[config.mk]
export PLATFORM = sky130hd
export DESIGN_NAME = can_irq_agg
export DESIGN_NICKNAME = d
export VERILOG_FILES = /design/src/rtl/can_irq_pkg.sv /design/src/rtl/can_irq_regs.sv /design/src/rtl/can_irq_err.sv /design/src/rtl/can_irq_flag.sv /design/src/rtl/can_irq_agg.sv
export SDC_FILE = /design/constraint.sdc
export NUM_CORES = 1
export LEC_CHECK = 0
export CAP_MARGIN = 15
export CORE_UTILIZATION = 28
export CTS_BUF_LIST = sky130_fd_sc_hd__clkbuf_2
export CTS_CLUSTER_SIZE = 12
export DETAILED_ROUTE_END_ITERATION = 8
export PLACE_DENSITY = 0.81
export SLEW_MARGIN = 40
export SYNTH_ARGS = -nofsm -noshare
export SYNTH_HDL_FRONTEND = slang
export SYNTH_SLANG_ARGS = --single-unit
[constraint.sdc]
create_clock -name clk_i -period 1.4 [get_ports clk_i]
set_clock_uncertainty 0.05 [all_clocks]
set_input_delay 0.14 -clock clk_i [delete_from_list [all_inputs] [get_ports clk_i]]
set_output_delay 0.14 -clock clk_i [all_outputs]
set_load 0.1 [all_outputs]
[src/rtl/can_irq_pkg.sv]
package can_irq_pkg;
  localparam int unsigned REG_W = 32;

  // enable word bit positions
  localparam int unsigned EN_SLK = 17;
  localparam int unsigned EN_WKU = 16;
  localparam int unsigned EN_ERR = 15;
  localparam int unsigned EN_LEC = 11;
  localparam int unsigned EN_BOF = 10;
  localparam int unsigned EN_EPV = 9;

  localparam logic [REG_W-1:0] IER_MASK =
      (REG_W'(1) << EN_SLK) | (REG_W'(1) << EN_WKU) | (REG_W'(1) << EN_ERR) |
      (REG_W'(1) << EN_LEC) | (REG_W'(1) << EN_BOF) | (REG_W'(1) << EN_EPV);

  // status word bit positions
  localparam int unsigned ST_ERR = 0;
  localparam int unsigned ST_WKU = 1;
  localparam int unsigned ST_SLK = 2;
  localparam int unsigned ST_W   = 3;

  // error source order inside the summarizer
  localparam int unsigned SRC_LEC = 0;
  localparam int unsigned SRC_BOF = 1;
  localparam int unsigned SRC_EPV = 2;
  localparam int unsigned N_ERR_SRC = 3;

  typedef struct packed {
    logic slk;
    logic wku;
    logic err;
    logic lec;
    logic bof;
    logic epv;
  } ier_t;
endpackage

[src/rtl/can_irq_regs.sv]
module can_irq_regs
  import can_irq_pkg::*;
#(
  parameter int unsigned ADDR_W = 8,
  parameter logic [ADDR_W-1:0] IER_OFS = ADDR_W'('h14),
  parameter logic [ADDR_W-1:0] STS_OFS = ADDR_W'('h04)
) (
  input  logic              clk_i,
  input  logic              rst_ni,
  input  logic              wr_i,
  input  logic [ADDR_W-1:0] addr_i,
  input  logic [REG_W-1:0]  wdata_i,
  input  logic [ST_W-1:0]   sts_i,
  output logic [REG_W-1:0]  ier_word_o,
  output logic [ST_W-1:0]   sts_clr_o,
  output logic [REG_W-1:0]  rdata_o
);
  logic [REG_W-1:0] ier_q;
  logic             hit_ier, hit_sts;

  assign hit_ier = (addr_i == IER_OFS);
  assign hit_sts = (addr_i == STS_OFS);

  // reserved bits are masked on entry so they stay zero
  always_ff @(posedge clk_i or negedge rst_ni) begin
    if (!rst_ni)               ier_q <= '0;
    else if (wr_i && hit_ier)  ier_q <= wdata_i & IER_MASK;
  end

  assign ier_word_o = ier_q;
  assign sts_clr_o  = (wr_i && hit_sts) ? wdata_i[ST_W-1:0] : '0;

  always_comb begin
    rdata_o = '0;
    if (hit_ier)      rdata_o = ier_q;
    else if (hit_sts) rdata_o[ST_W-1:0] = sts_i;
  end
endmodule

[src/rtl/can_irq_err.sv]
module can_irq_err #(
  parameter int unsigned N_SRC = 3,
  parameter logic [N_SRC-1:0] LVL_MASK = 3'b110  // 1: level source, edge-detected
) (
  input  logic             clk_i,
  input  logic             rst_ni,
  input  logic [N_SRC-1:0] src_i,
  input  logic [N_SRC-1:0] en_i,
  output logic             set_o
);
  logic [N_SRC-1:0] hit;

  for (genvar g = 0; g < N_SRC; g++) begin : g_src
    if (LVL_MASK[g]) begin : g_lvl
      logic prev_q;
      always_ff @(posedge clk_i or negedge rst_ni) begin
        if (!rst_ni) prev_q <= 1'b0;
        else         prev_q <= src_i[g];
      end
      assign hit[g] = src_i[g] & ~prev_q;
    end else begin : g_pls
      assign hit[g] = src_i[g];
    end
  end

  assign set_o = |(hit & en_i);
endmodule

[src/rtl/can_irq_flag.sv]
module can_irq_flag #(
  parameter int unsigned W = 3
) (
  input  logic         clk_i,
  input  logic         rst_ni,
  input  logic [W-1:0] set_i,
  input  logic [W-1:0] clr_i,
  output logic [W-1:0] q_o
);
  logic [W-1:0] q;

  // set has priority over a same-cycle clear
  always_ff @(posedge clk_i or negedge rst_ni) begin
    if (!rst_ni) q <= '0;
    else         q <= (q & ~clr_i) | set_i;
  end

  assign q_o = q;
endmodule

[src/rtl/can_irq_agg.sv]
module can_irq_agg
  import can_irq_pkg::*;
#(
  parameter int unsigned ADDR_W = 8,
  parameter logic [ADDR_W-1:0] IER_OFS = ADDR_W'('h14),
  parameter logic [ADDR_W-1:0] STS_OFS = ADDR_W'('h04)
) (
  input  logic              clk_i,
  input  logic              rst_ni,
  input  logic              wr_i,
  input  logic [ADDR_W-1:0] addr_i,
  input  logic [31:0]       wdata_i,
  output logic [31:0]       rdata_o,
  input  logic              lec_upd_i,
  input  logic              bus_off_i,
  input  logic              err_pass_i,
  input  logic              wake_i,
  input  logic              sleep_ack_i,
  output logic              irq_o
);
  logic [REG_W-1:0]     ier_word;
  ier_t                 ier;
  logic [ST_W-1:0]      sts_q, sts_clr, sts_set;
  logic [N_ERR_SRC-1:0] err_src, err_en;
  logic                 err_set;

  can_irq_regs #(
    .ADDR_W (ADDR_W),
    .IER_OFS(IER_OFS),
    .STS_OFS(STS_OFS)
  ) i_regs (
    .clk_i     (clk_i),
    .rst_ni    (rst_ni),
    .wr_i      (wr_i),
    .addr_i    (addr_i),
    .wdata_i   (wdata_i),
    .sts_i     (sts_q),
    .ier_word_o(ier_word),
    .sts_clr_o (sts_clr),
    .rdata_o   (rdata_o)
  );

  always_comb begin
    ier.slk = ier_word[EN_SLK];
    ier.wku = ier_word[EN_WKU];
    ier.err = ier_word[EN_ERR];
    ier.lec = ier_word[EN_LEC];
    ier.bof = ier_word[EN_BOF];
    ier.epv = ier_word[EN_EPV];
  end

  always_comb begin
    err_src          = '0;
    err_src[SRC_LEC] = lec_upd_i;
    err_src[SRC_BOF] = bus_off_i;
    err_src[SRC_EPV] = err_pass_i;
    err_en           = '0;
    err_en[SRC_LEC]  = ier.lec;
    err_en[SRC_BOF]  = ier.bof;
    err_en[SRC_EPV]  = ier.epv;
  end

  can_irq_err #(
    .N_SRC   (N_ERR_SRC),
    .LVL_MASK(N_ERR_SRC'((1 << SRC_BOF) | (1 << SRC_EPV)))
  ) i_err (
    .clk_i (clk_i),
    .rst_ni(rst_ni),
    .src_i (err_src),
    .en_i  (err_en),
    .set_o (err_set)
  );

  always_comb begin
    sts_set         = '0;
    sts_set[ST_ERR] = err_set;
    sts_set[ST_WKU] = wake_i;
    sts_set[ST_SLK] = sleep_ack_i;
  end

  can_irq_flag #(.W(ST_W)) i_flag (
    .clk_i (clk_i),
    .rst_ni(rst_ni),
    .set_i (sts_set),
    .clr_i (sts_clr),
    .q_o   (sts_q)
  );

  assign irq_o = (sts_q[ST_SLK] & ier.slk) |
                 (sts_q[ST_WKU] & ier.wku) |
                 (sts_q[ST_ERR] & ier.err);
endmodule

==> results of run 1 <==
-- through the flow --
| stage | worst slack (ps) | hold slack (ps) | cell area [um2] | power [W] | setup TNS [ps] |
|---|---|---|---|---|---|
| floorplan | -101 | -206 | 816 | 0.000739 | -605 |
| detailed placement | -362 | 452 | 1170 | 0.000816 | -5560 |
| global route | -229 | 163 | 1230 | 0.00105 | -229 |
| global placement | -332 | 440 | 1170 | 0.000808 | -5260 |
| CTS | -156 | 153 | 1220 | 0.00101 | -156 |
| finish | -173 | 137 | 1230 | 0.00101 | -173 |
-- flip-flops by register name (all words and copies together), names as in the netlist --
signal and flops:
i_err.g_src.g_lvl.prev_q 2, i_flag.q_o 3, i_regs.ier_word_o 6
-- final timing paths --
check | start | endpoint | slack, ps | depth (start not counted)
max | i_regs.ier_word_o[16]$_DFFE_PN0P_ | irq_o | -170 | 3
min | rst_ni | i_regs.ier_word_o[10]$_DFFE_PN0P_ | 140 | 1
max reg2reg | i_regs.ier_word_o[11]$_DFFE_PN0P_ | i_flag.q_o[0]$_DFF_PN0_ | 420 | 3
min reg2reg | i_flag.q_o[2]$_DFF_PN0_ | i_flag.q_o[2]$_DFF_PN0_ | 480 | 1
max in group asynchronous | rst_ni | i_regs.ier_word_o[16]$_DFFE_PN0P_ | 820 | 1
min in group clk_i | err_pass_i | i_err.g_src[2].g_lvl.prev_q$_DFF_PN0_ | 260 | 1
-- Yosys cell counts --
cell	n
o21ai_0	1
nor2_1	1
conb_1	1
nor3_1	1
buf_4	23
inv_1	1
mux2_2	6
dfrtp_1	11
a222oi_1	1
nand2_1	3
and3_2	4
nor4_2	1
nand4_1	3
a21o_1	2
nor4b_4	1
nand4_4	1
and2_1	6
a211o_1	1
-- cell usage in the layout (no fill, tap or decap), types with 2 or more instances in the layout --
cell	instances
conb_1	23
clkdlybuf4s50_1	16
dfrtp_1	11
buf_4	11
buf_12	10
and2_4	6
mux2_2	6
clkbuf_2	6
nand4_1	3
nand2_1	3
and3_4	3
a21o_1	2
buf_6	2
clkdlybuf4s15_1	2
-- cells by family (layout without fill, tap and decap cells) --
family                 after synthesis  in the layout  synth area share, %
other                                1             23                0.517
flip-flops                          11             11                 37.9
AO/OA/AOI/OAI                        5              5                 5.34
multiplexers                         6              6                 9.31
AND/OR/NAND/NOR                     21             21                 22.6
buffers and inverters               24             50                 24.3
-- power by group --
group	internal [W]	leakage, nW	total, W	switching, W
registers	0.000341	0.134	0.000363	0.0000217
logic	0.000105	0.433	0.000451	0.000346
clock network	0.0000757	0.0166	0.000194	0.000118
-- area by class of cell --
class,instances,share of cell area [%]
repair buffers,45,41.3
inverters,1,0.304
well taps,30,3.04
multi-input cells,55,31.4
clock buffers,4,1.62
flip-flops and latches,11,22.3
-- metal layers --
layer	wire (um)	track usage [%]	part of all wire [%]	vias up
met2	834	20.3	48	45
met3	156	4.31	9.0	3
met1	711	16.9	41	287
met4	32	7.89	1.8	0
li1	-	-	-	287
met5	0	0	0	-
-- what timing repair did --
item | CTS | global route
buffers inserted | 4 | 1
cloned | 0 | 0
gates resized for setup | 26 | 8
pin swaps | 6 | 3
endpoints found under the setup margin | 16 | 10
hold buffers | 0 | 0
==> reports/results.txt, run 1 <==
# nets final -> 165
Setup violators final -> 1
Per-cell routed wire length -> 11.9 um
Gr ovfl total -> 0
First drt pass iteration count -> 4
Number of inserted diodes -> 0
GRT Overall Usage -> 13.5%
First-pass GRT wire length -> 2.64 mm
Vias in the first global route -> 577
Routed wire length -> 1.74 mm
GP Congestion -> 0.698
CP top delay family -> flip-flops
Initial antenna violation count -> 0
Row count -> 18
RSZ-0062 raised after global routing -> true
Final number of hold-violating endpoints -> 0
Synth Instances -> 68
CTS H-tree depth -> 1
CTS tree -> yes
Total die area -> 2800 um2
Multi-input logic area -> 388 um2
Starting Density -> 29.6%
Total number of vias -> 622
DR iter-0 viols -> 6
Port-buffer cells -> 34
CTS Buffer Depth -> 2
Max transition margin -> 65.9%
Crit path capture type -> output port
Type of the worst min-delay path -> in -> async
Synthesized flop and latch total -> 11
CP max stage delay -> 420 ps
CP max stage cell -> dfrtp_1
Max-slew violation count -> 0
WP buf/inv -> 2
Via density -> 4.26
DRC -> 0
Clk root buf -> clkbuf_2
Total CTS buffers -> 3
Fillers -> 215
Die W -> 52.9 um
Post-layout worst setup margin -> -173 ps
Kind of critical path -> reg -> out
Yosys Warn Count -> 0
Core Util, Final -> 50.3%
Number of distinct library cells after synthesis -> 18
Worst-Skew Late Latency -> 280 ps
Peak supply drop -> 0.000605 V
Outcome -> finished, violations left
Critical path, cell by cell -> a222oi_1 -> inv_1 -> buf_12
Reg clk slew, reported paths -> 110 ps
Post-DP HPWL -> 1.38 mm
IO Count -> 81
Largest net degree at the start of global routing -> 12
Pwr dens -> 817 nW/um2
Largest cells by area after synthesis -> dfrtp_1 38%, buf_4 24%, mux2_2 9.3%
Area leader, netlist -> dfrtp_1
Inst Count DP -> 137
Failing checks -> setup timing
Period minus WS final -> 1570 ps
Reg area -> 275 um2
Max cap viols -> 0
CORE AREA -> 2450 um2
Antenna viol nets, final -> 0
P_leak -> 0.584 nW
Final period util -> 112%
Die height -> 52.9 um
Share of cells above drive strength 1 -> 43.1%
Final std cells w/o fill -> 146
Critical Path Fanout Max -> 2
Syn Area/Cell -> 10.7 um2
Clock sink count -> 11
Mapped Area -> 726 um2
CP Launch Type -> flip-flop
Area share of the largest cell type after synthesis -> 37.9%
Area grow syn2layout -> 70.0%
Arrival time worst endpoint -> 1380 ps
Worst-margin pin slew -> 511 ps
Post-synthesis sequential area ratio -> 37.9%
Crit path required time -> 1210 ps
Max Fclk -> 0.636 GHz
Note: power is estimated with default switching activity, not from simulation.
==> run 2: changes to the inputs <==
==> constraint.sdc (replaced) <==
create_clock -name clk_i -period 1.6 [get_ports clk_i]
set_clock_uncertainty 0.05 [all_clocks]
set_input_delay 0.16 -clock clk_i [delete_from_list [all_inputs] [get_ports clk_i]]
set_output_delay 0.16 -clock clk_i [all_outputs]
set_load 0.1 [all_outputs]
==> run 2 against run 1 <==
The run now ends clean. Via count fell by 0.64%. Worst setup slack improved by 200 ps. Combinational power down 14%. Non-clock buffer count decreased by 4. Critical path type unchanged. Cell count decreased by 2.7%. Largest cell class unchanged. Clock-buffer cell count did not move. Utilization fell by 0.97 points. Die area is the same. Highest routed layer unchanged.
==> reports/results.txt, run 2 (synthesized netlist as in run 1, its figures left out) <==
Outcome -> finished, final reports clean
CTS Buffer Depth -> 2
Reg clk slew, reported paths -> 110 ps
Type of the worst min-delay path -> in -> async
# nets final -> 161
Most frequent cells in the layout -> 23 x conb_1, 16 x clkdlybuf4s50_1, 11 x dfrtp_1, 10 x buf_12
Kind of critical path -> reg -> out
Pwr dens -> 717 nW/um2
Clock sink count -> 11
CP Launch Type -> flip-flop
Critical Path Fanout Max -> 3
Inst Count DP -> 136
Post-DP HPWL -> 1.37 mm
RSZ-0062 raised after global routing -> true
Clk root buf -> clkbuf_2
Routed wire length -> 1.69 mm
Total number of vias -> 618
Setup violators final -> 0
First-pass GRT wire length -> 2.72 mm
Max cap viols -> 0
Antenna viol nets, final -> 0
Most common cell after layout, fill and taps aside -> conb_1
Share of cells above drive strength 1 -> 36.6%
Worst-Skew Late Latency -> 270 ps
Peak supply drop -> 0.000465 V
Row count -> 18
Max-slew violation count -> 0
Number of inserted diodes -> 0
Final number of hold-violating endpoints -> 0
CTS H-tree depth -> 1
GP Congestion -> 0.696
Die W -> 52.9 um
CORE AREA -> 2450 um2
Starting Density -> 29.6%
Area grow syn2layout -> 66.7%
P_leak -> 0.578 nW
GRT Overall Usage -> 13.8%
DRC -> 0
First drt pass iteration count -> 4
IO Count -> 81
Crit path capture type -> output port
Initial antenna violation count -> 0
Final period util -> 98.6%
Largest register FFs -> 6
Final std cells w/o fill -> 142
Fillers -> 235
Crit path required time -> 1390 ps
Total power -> 0.000868 W
Largest net degree at the start of global routing -> 12
Worst-margin pin slew -> 496 ps
Total die area -> 2800 um2
Die height -> 52.9 um
CTS tree -> yes
Hold WS -> 161 ps
Arrival time worst endpoint -> 1370 ps
Total CTS buffers -> 3
DR iter-0 viols -> 5
Max transition margin -> 66.9%
Per-cell routed wire length -> 11.9 um
Port-buffer cells -> 34
Via density -> 4.35
Max Fclk -> 0.634 GHz
Period minus WS final -> 1580 ps
Gr ovfl total -> 0
Vias in the first global route -> 630
R2R cell count -> 3
## run 2: per-stage QoR
step | setup TNS (ps) | util [%] | area (um2) | setup WS [ps]
4_1_cts | 0 | 48.9 | 1200 | 22.8
3_5_place_dp | -2600 | 47.2 | 1160 | -186
2_1_floorplan | 0 | - | 816 | 59.2
6_report | 0 | 49.3 | 1210 | 22.7
5_1_grt | -71.3 | 49.3 | 1210 | -71.3
3_3_place_gp | -2240 | 47.2 | 1160 | -167
## run 2: worst max-delay path: stages, from the launching register on
cell and delay (ps):
dfrtp_1 410, a222oi_1 350, inv_1 150, buf_12 190
## run 2: final cells by class
cell class	instances	area [um2]	share of cell area (%)
Clock buffer	4	20.0	1.65
Inverter	1	3.75	0.310
Multi-Input combinational cell	55	380	31.4
Sequential cell	11	275	22.8
Tap cell	30	37.5	3.10
Timing Repair Buffer	41	493	40.7
## run 2: worst paths after layout
check,start,endpoint,slack [ps]
worst min register to register,i_flag.q_o[1]$_DFF_PN0_,i_flag.q_o[1]$_DFF_PN0_,470
max in group asynchronous,rst_ni,i_err.g_src[1].g_lvl.prev_q$_DFF_PN0_,1010
min in group clk_i,bus_off_i,i_err.g_src[1].g_lvl.prev_q$_DFF_PN0_,310
worst min-delay path,rst_ni,i_regs.ier_word_o[16]$_DFFE_PN0P_,160
worst max-delay path,i_flag.q_o[1]$_DFF_PN0_,irq_o,20
worst max register to register,i_regs.ier_word_o[9]$_DFFE_PN0P_,i_flag.q_o[0]$_DFF_PN0_,620
## run 2: routing by layer
metal	share of wire [%]	vias up	global-route usage [%]
li1	-	277	-
met4	2.8	0	9.21
met5	0	-	0
met3	7.8	6	3.74
met1	38	288	15.5
met2	52	47	22.6
## run 2: what timing repair did
action,in CTS,in global routing
setup buffers,2,0
resized for setup,15,4
endpoints found under the setup margin,9,8
hold buffers,0,0
pin swaps,5,4
## run 2: power by group
group	internal, W	switching [W]
clock	0.0000663	0.0000973
combinational	0.0000868	0.000302
sequential	0.000299	0.0000167
